$ cat src/rtl/merge_pkg.sv
`timescale 1ns/1ps
// Package: shared types for the two-array merge controller.
// Assumes: nothing beyond IEEE 1800-2017 synthesizable subset.
package merge_pkg;

    // Sequencer phases: idle, second priming read, compare-and-store, finish pulse.
    typedef enum logic [1:0] {
        ST_IDLE  = 2'd0,
        ST_PRIME = 2'd1,
        ST_RUN   = 2'd2,
        ST_FIN   = 2'd3
    } mrg_state_e;

endpackage

$ cat src/rtl/mrg_head.sv
`timescale 1ns/1ps
// Module: mrg_head
// Holds the current head element of one input array and its read index.
// Issues a read on launch (index 0) or when the head is consumed and more
// elements remain. The data returned on the next cycle is forwarded to the
// effective head output at once and kept in the hold register unless it is
// consumed in that same cycle.
// Assumes: the RAM returns read data exactly one cycle after the request;
// launch and take are never high together; LEN >= 1.
module mrg_head #(
    parameter int DATA_W = 8,
    parameter int ADDR_W = 6,
    parameter int LEN    = 5,
    parameter int BASE   = 0
) (
    input  logic              clk,
    input  logic              rst_n,
    input  logic              launch,
    input  logic              take,
    input  logic [DATA_W-1:0] rd_data,
    output logic              eff_vld,
    output logic [DATA_W-1:0] eff_data,
    output logic              req,
    output logic [ADDR_W-1:0] req_addr
);
    localparam int IDX_W = $clog2(LEN + 1);

    logic [IDX_W-1:0]  idx;
    logic              pend;
    logic              full;
    logic [DATA_W-1:0] hold;
    logic              more;
    logic [ADDR_W-1:0] offset;

    // Whether an unread element remains in this array.
    assign more = (idx < IDX_W'(LEN));
    assign req  = launch | (take & more);

    // Offset of the element being requested this cycle.
    always_comb begin
        offset = launch ? '0 : ADDR_W'(idx);
    end
    assign req_addr = ADDR_W'(BASE) + offset;

    // Effective head: forwarded read data when it arrives this cycle.
    assign eff_vld  = full | pend;
    assign eff_data = pend ? rd_data : hold;

    // Next-index counter for this array.
    always_ff @(posedge clk) begin
        if (!rst_n) begin
            idx <= '0;
        end else if (launch) begin
            idx <= IDX_W'(1);
        end else if (take && more) begin
            idx <= idx + IDX_W'(1);
        end
    end

    // Marks that the read data on the port belongs to this array.
    always_ff @(posedge clk) begin
        if (!rst_n) begin
            pend <= 1'b0;
        end else begin
            pend <= req;
        end
    end

    // Tracks whether the hold register carries an unconsumed element.
    always_ff @(posedge clk) begin
        if (!rst_n) begin
            full <= 1'b0;
        end else if (launch || take) begin
            full <= 1'b0;
        end else if (pend) begin
            full <= 1'b1;
        end
    end

    // Captures arriving data that was not consumed on arrival.
    always_ff @(posedge clk) begin
        if (!rst_n) begin
            hold <= '0;
        end else if (pend && !take) begin
            hold <= rd_data;
        end
    end

endmodule

$ cat src/rtl/mrg_pick.sv
`timescale 1ns/1ps
// Module: mrg_pick
// Chooses which head to emit: the smaller valid head, X on a tie, and the
// sole valid head once the other array is exhausted.
// Assumes: at least one head is valid whenever the choice is used.
module mrg_pick #(
    parameter int DATA_W = 8
) (
    input  logic              x_vld,
    input  logic [DATA_W-1:0] x_data,
    input  logic              y_vld,
    input  logic [DATA_W-1:0] y_data,
    output logic              pick_x,
    output logic              pick_y,
    output logic [DATA_W-1:0] out_data
);
    // Selection with X preferred on equality.
    always_comb begin
        pick_x   = x_vld && (!y_vld || (x_data <= y_data));
        pick_y   = !pick_x && y_vld;
        out_data = pick_x ? x_data : y_data;
    end

endmodule

$ cat src/rtl/mrg_seq.sv
`timescale 1ns/1ps
// Module: mrg_seq
// Phase sequencer and output counter. It launches the X fetch when idle and
// started, launches the Y fetch on the next cycle, then writes TOTAL results
// on consecutive cycles and raises done for one cycle.
// Assumes: TOTAL >= 2; start is ignored outside the idle phase.
module mrg_seq
    import merge_pkg::*;
#(
    parameter int TOTAL = 10,
    parameter int CNT_W = 4
) (
    input  logic             clk,
    input  logic             rst_n,
    input  logic             start,
    output logic             launch_x,
    output logic             launch_y,
    output logic             write,
    output logic [CNT_W-1:0] wcnt,
    output logic             done
);
    mrg_state_e state;
    logic       last;

    // Phase decodes.
    assign launch_x = (state == ST_IDLE) && start;
    assign launch_y = (state == ST_PRIME);
    assign write    = (state == ST_RUN);
    assign done     = (state == ST_FIN);
    assign last     = write && (wcnt == CNT_W'(TOTAL - 1));

    // Phase register.
    always_ff @(posedge clk) begin
        if (!rst_n) begin
            state <= ST_IDLE;
        end else begin
            case (state)
                ST_IDLE:  if (start) state <= ST_PRIME;
                ST_PRIME: state <= ST_RUN;
                ST_RUN:   if (last) state <= ST_FIN;
                default:  state <= ST_IDLE;
            endcase
        end
    end

    // Output index counter, cleared at launch.
    always_ff @(posedge clk) begin
        if (!rst_n) begin
            wcnt <= '0;
        end else if (launch_x) begin
            wcnt <= '0;
        end else if (write) begin
            wcnt <= wcnt + CNT_W'(1);
        end
    end

endmodule

$ cat src/rtl/dual_merge.sv
`timescale 1ns/1ps
// Module: dual_merge (top)
// Merges two ascending arrays held in a dual-port RAM into an ascending
// output region at one element per clock after two priming reads.
// Port A is read-only, port B is write-only.
// Assumes: the RAM read data is registered (one-cycle latency); the inputs
// are sorted ascending; the output region overlaps neither input region;
// LEN_X, LEN_Y >= 1.
module dual_merge #(
    parameter int DATA_W = 8,
    parameter int ADDR_W = 6,
    parameter int LEN_X  = 5,
    parameter int LEN_Y  = 5,
    parameter int BASE_X = 0,
    parameter int BASE_Y = 8,
    parameter int BASE_O = 16
) (
    input  logic              clk,
    input  logic              rst_n,
    input  logic              start,
    output logic              done,
    output logic              rd_en,
    output logic [ADDR_W-1:0] rd_addr,
    input  logic [DATA_W-1:0] rd_data,
    output logic              wr_en,
    output logic [ADDR_W-1:0] wr_addr,
    output logic [DATA_W-1:0] wr_data
);
    localparam int TOTAL = LEN_X + LEN_Y;
    localparam int CNT_W = $clog2(TOTAL + 1);

    logic              launch_x, launch_y, write;
    logic [CNT_W-1:0]  wcnt;
    logic              x_vld, y_vld, pick_x, pick_y;
    logic [DATA_W-1:0] x_data, y_data, sel_data;
    logic              req_x, req_y;
    logic [ADDR_W-1:0] addr_x, addr_y;

    mrg_seq #(.TOTAL(TOTAL), .CNT_W(CNT_W)) u_seq (
        .clk      (clk),
        .rst_n    (rst_n),
        .start    (start),
        .launch_x (launch_x),
        .launch_y (launch_y),
        .write    (write),
        .wcnt     (wcnt),
        .done     (done)
    );

    mrg_head #(.DATA_W(DATA_W), .ADDR_W(ADDR_W), .LEN(LEN_X), .BASE(BASE_X)) u_head_x (
        .clk      (clk),
        .rst_n    (rst_n),
        .launch   (launch_x),
        .take     (write & pick_x),
        .rd_data  (rd_data),
        .eff_vld  (x_vld),
        .eff_data (x_data),
        .req      (req_x),
        .req_addr (addr_x)
    );

    mrg_head #(.DATA_W(DATA_W), .ADDR_W(ADDR_W), .LEN(LEN_Y), .BASE(BASE_Y)) u_head_y (
        .clk      (clk),
        .rst_n    (rst_n),
        .launch   (launch_y),
        .take     (write & pick_y),
        .rd_data  (rd_data),
        .eff_vld  (y_vld),
        .eff_data (y_data),
        .req      (req_y),
        .req_addr (addr_y)
    );

    mrg_pick #(.DATA_W(DATA_W)) u_pick (
        .x_vld    (x_vld),
        .x_data   (x_data),
        .y_vld    (y_vld),
        .y_data   (y_data),
        .pick_x   (pick_x),
        .pick_y   (pick_y),
        .out_data (sel_data)
    );

    // Port A: at most one head requests per cycle.
    assign rd_en   = req_x | req_y;
    assign rd_addr = req_x ? addr_x : addr_y;

    // Port B: one result per run-phase cycle.
    assign wr_en   = write;
    assign wr_addr = ADDR_W'(BASE_O) + ADDR_W'(wcnt);
    assign wr_data = sel_data;

endmodule

$ cat config.mk
export PLATFORM = sky130hd
export DESIGN_NAME = dual_merge
export DESIGN_NICKNAME = d
export VERILOG_FILES = /design/src/rtl/merge_pkg.sv /design/src/rtl/mrg_head.sv /design/src/rtl/mrg_pick.sv /design/src/rtl/mrg_seq.sv /design/src/rtl/dual_merge.sv
export SDC_FILE = /design/constraint.sdc
export NUM_CORES = 1
export LEC_CHECK = 0
export BUFFER_PORTS_ARGS = -buffer_cell sky130_fd_sc_hd__buf_2
export CORE_MARGIN = 2
export CORE_UTILIZATION = 60
export DETAILED_ROUTE_END_ITERATION = 12
export PLACE_DENSITY_LB_ADDON = 0.1
export REMOVE_ABC_BUFFERS = 1
export SLEW_MARGIN = 20
export SYNTH_ARGS = -nofsm -noshare
export SYNTH_HDL_FRONTEND = slang
export SYNTH_SLANG_ARGS = --single-unit
$ cat constraint.sdc
create_clock -name clk -period 8.45 [get_ports clk]
set_clock_uncertainty 0.2 [all_clocks]
set_input_delay 1.69 -clock clk [delete_from_list [all_inputs] [get_ports clk]]
set_output_delay 1.69 -clock clk [all_outputs]
set_load 0.1 [all_outputs]
==> flow_summary.toml <==
[status]
status = "complete, no violations"

[floorplanning]
io_pins = 34
placementRows = 21
die_w_um = 62.4
coreArea_sq_um = 3310
die-height_um = 62.4
start_util = 0.618
die_area_sq_um = 3890

[timing]
setup_tns_ns = 0
setup_violations = 0
period_needed_ns = 6.26
timing.fmax_ghz = 0.160
relSlewSlack = 0.354
hold_violations = 0
tightest_slew_ns = 0.963
setup_slack_ns = 2.19
drv_slew = 0
rsz0062_at_grt = "false"
fin_crit_sh = 0.740

[grt]
grt_max_degree = 34
grt_pass1_vias = 1538
grt_use_total = 0.219
grt_pass1_wl_um = 6800
antenna_found_initial = 0
grt-ovfl-total = 0

[synthesis]
synth_most_common_cell = "dfxtp_1"
yosys-top-cells-area = "dfxtp_1 (31%), ha_1 (10%), mux2i_1 (8.8%)"
synth-seq-cells = 32
synth_common_cells = "dfxtp_1 (32), mux2i_1 (18), ha_1 (17)"
synth_top_area_cell = "dfxtp_1"
synth_top_cell_area_share = 0.313
synth-edff-count = 0
ys_seq_area_frac = 0.313
yosysWarningCount = 0
synth_cell_types = 40
syn_inst = 227
synth_area_per_cell_sq_um = 9.01
syn_area_sq_um = 2050
synth_flop_cell = "dfxtp_1"
async_reset_ff_frac = 0

[clock_tree]
cts_max_level = 2
cts_max_path_buffers = 2
clkLatencyLatePin_ns = 0.33
cts_hold_buf = 0
cts_root_buf = "clkbuf_4"
cts_tree = "built"
clkTransAtPathRegs_ns = 0.10
cts_made_buffers = 5
cts_setup_buffers = 0
clock_sinks = 32
cts_resized = 0

[worst_hold_path]
min_path_type = "reg2reg"
whs_path_depth = 2
holdCritStartpoint = "u_head_x.hold[6]"
timing.hold.worst_endpoint = "u_head_x.hold[6]"

[job]
cap_violations = 0

[setup_path]
r2r-end = "u_head_y.idx[2]"
critPathKind = "in2out"
cp-start-kind = "primary input"
path_max_fanout = 11
cp.arrival_ns = 4.37
rr_startpoint = "u_head_x.pend"
reg2regPathDepth = 8
end_kind = "output pin"
crit_path_max_incr_delay_ns = 0.56
cp_cell_sequence = "buf_2 -> mux2_2 -> ha_1 -> nand4_1 -> or3b_1 -> a21oi_2 -> nor4_4 -> a21oi_2 -> buf_2"
crit_required_ns = 6.56
r2r_slack_ns = 4.94
cp_slowest_cell = "a21oi_2"

[route]
wl_per_cell_um = 12.9
drc = 0
vias = 1642
antenna_left = 0
wl_um = 3850
drt_iter0_markers = 106
dr.pass1.iters = 5
post_drt_via_cell_ratio = 5.53

[cells_and_area]
layout-drive-gt1-share = 0.231
areaGrowthSynthToFinish_pct = 8.87
final_util = 0.673
n_antenna_cell = 0
layout.nets = 278

[place]
dp_hpwl_um = 2710
gp_congestion = 0.815
portBuffers = 29
dpl_worst_slack_ns = 2.21
## registers in the layout (all words and copies together) (netlist names)
signal	flops
u_head_y.hold	8
u_seq.wcnt	4
u_head_y.full	1
u_head_x.pend	1
u_seq.state	2
u_head_x.full	1
u_head_y.pend	1
u_head_x.idx	3
u_head_y.idx	3
u_head_x.hold	8
## cell usage in the layout (no fill, tap or decap), drive strengths merged
cell type  instances
mux2               8
a31o               1
mux2i             18
a21oi             18
nand2             14
nand4              3
clkbuf             6
o21a               4
o21ai             14
o221ai             1
xor2               2
clkinv             2
dfxtp             32
a211oi             3
o211ai             1
or4                1
nor2              15
o31ai              1
o311ai             1
nand3             16
nand3b             2
nor2b             13
inv                8
or3                1
or3b               1
ha                17
nor3               2
xnor2              3
buf               29
a21boi             2
conb               4
nor4               8
## per-layer routing
metal,track usage,share of wire,up-vias
li1,-,-,851
met2,0.371,0.46,38
met4,0.0833,0.017,0
met3,0.0613,0.044,6
met1,0.266,0.47,747
met5,0,0,-
## through the flow
stage	std cells	cell area [sq um]	hold WS (ns)
finish	297	2230	0.257
global route	297	2230	0.286
CTS	297	2230	0.261
detailed placement	289	2170	0.247
global placement	289	2170	0.243
floorplan	214	1960	0.234
## cell type report
class | count | area [sq um]
Inverter | 8 | 30.0
Sequential cell | 32 | 641
Fill cell | 301 | 1080
Timing Repair Buffer | 29 | 145
Multi-Input combinational cell | 174 | 1290
Clock buffer | 6 | 51.3
Clock inverter | 2 | 10.0
Tap cell | 46 | 57.6
## cells by family (layout without fill, tap and decap cells)
logic type                 after synthesis  in the layout  share of synthesized area
buffers and inverters                   23             45                     0.0612
other                                    2              4                    0.00367
AOI/OAI and AO/OA                       46             46                      0.161
muxes                                   26             26                      0.132
DFF                                     32             32                      0.313
and+or+nand+nor                         76             76                      0.204
xor gates and xnor gates                 5              5                     0.0214
adders and majority gates               17             17                      0.104
## critical path: cells and delay by family
family          cells  cell delay [ns]
mux                 1             0.28
fa+ha+maj           1             0.33
simple gates        3             0.71
compound gates      2             0.78
buf+inv             2             0.57
## how the worst max path moves through the flow
stage / slack (ns) / end / start / cells after the start
floorplan: 0.78 / rd_en / rd_data[5] / 8
global placement: 2.26 / rd_addr[3] / rd_data[7] / 9
detailed placement: 2.21 / rd_addr[3] / rd_data[3] / 9
CTS: 2.20 / rd_addr[3] / rd_data[3] / 9
global route: 2.06 / rd_addr[3] / rd_data[7] / 9
finish: 2.19 / rd_addr[3] / rd_data[3] / 9
Power is not shown: default switching activity piles up to over one toggle a cycle in this logic, so the estimate is an artifact.
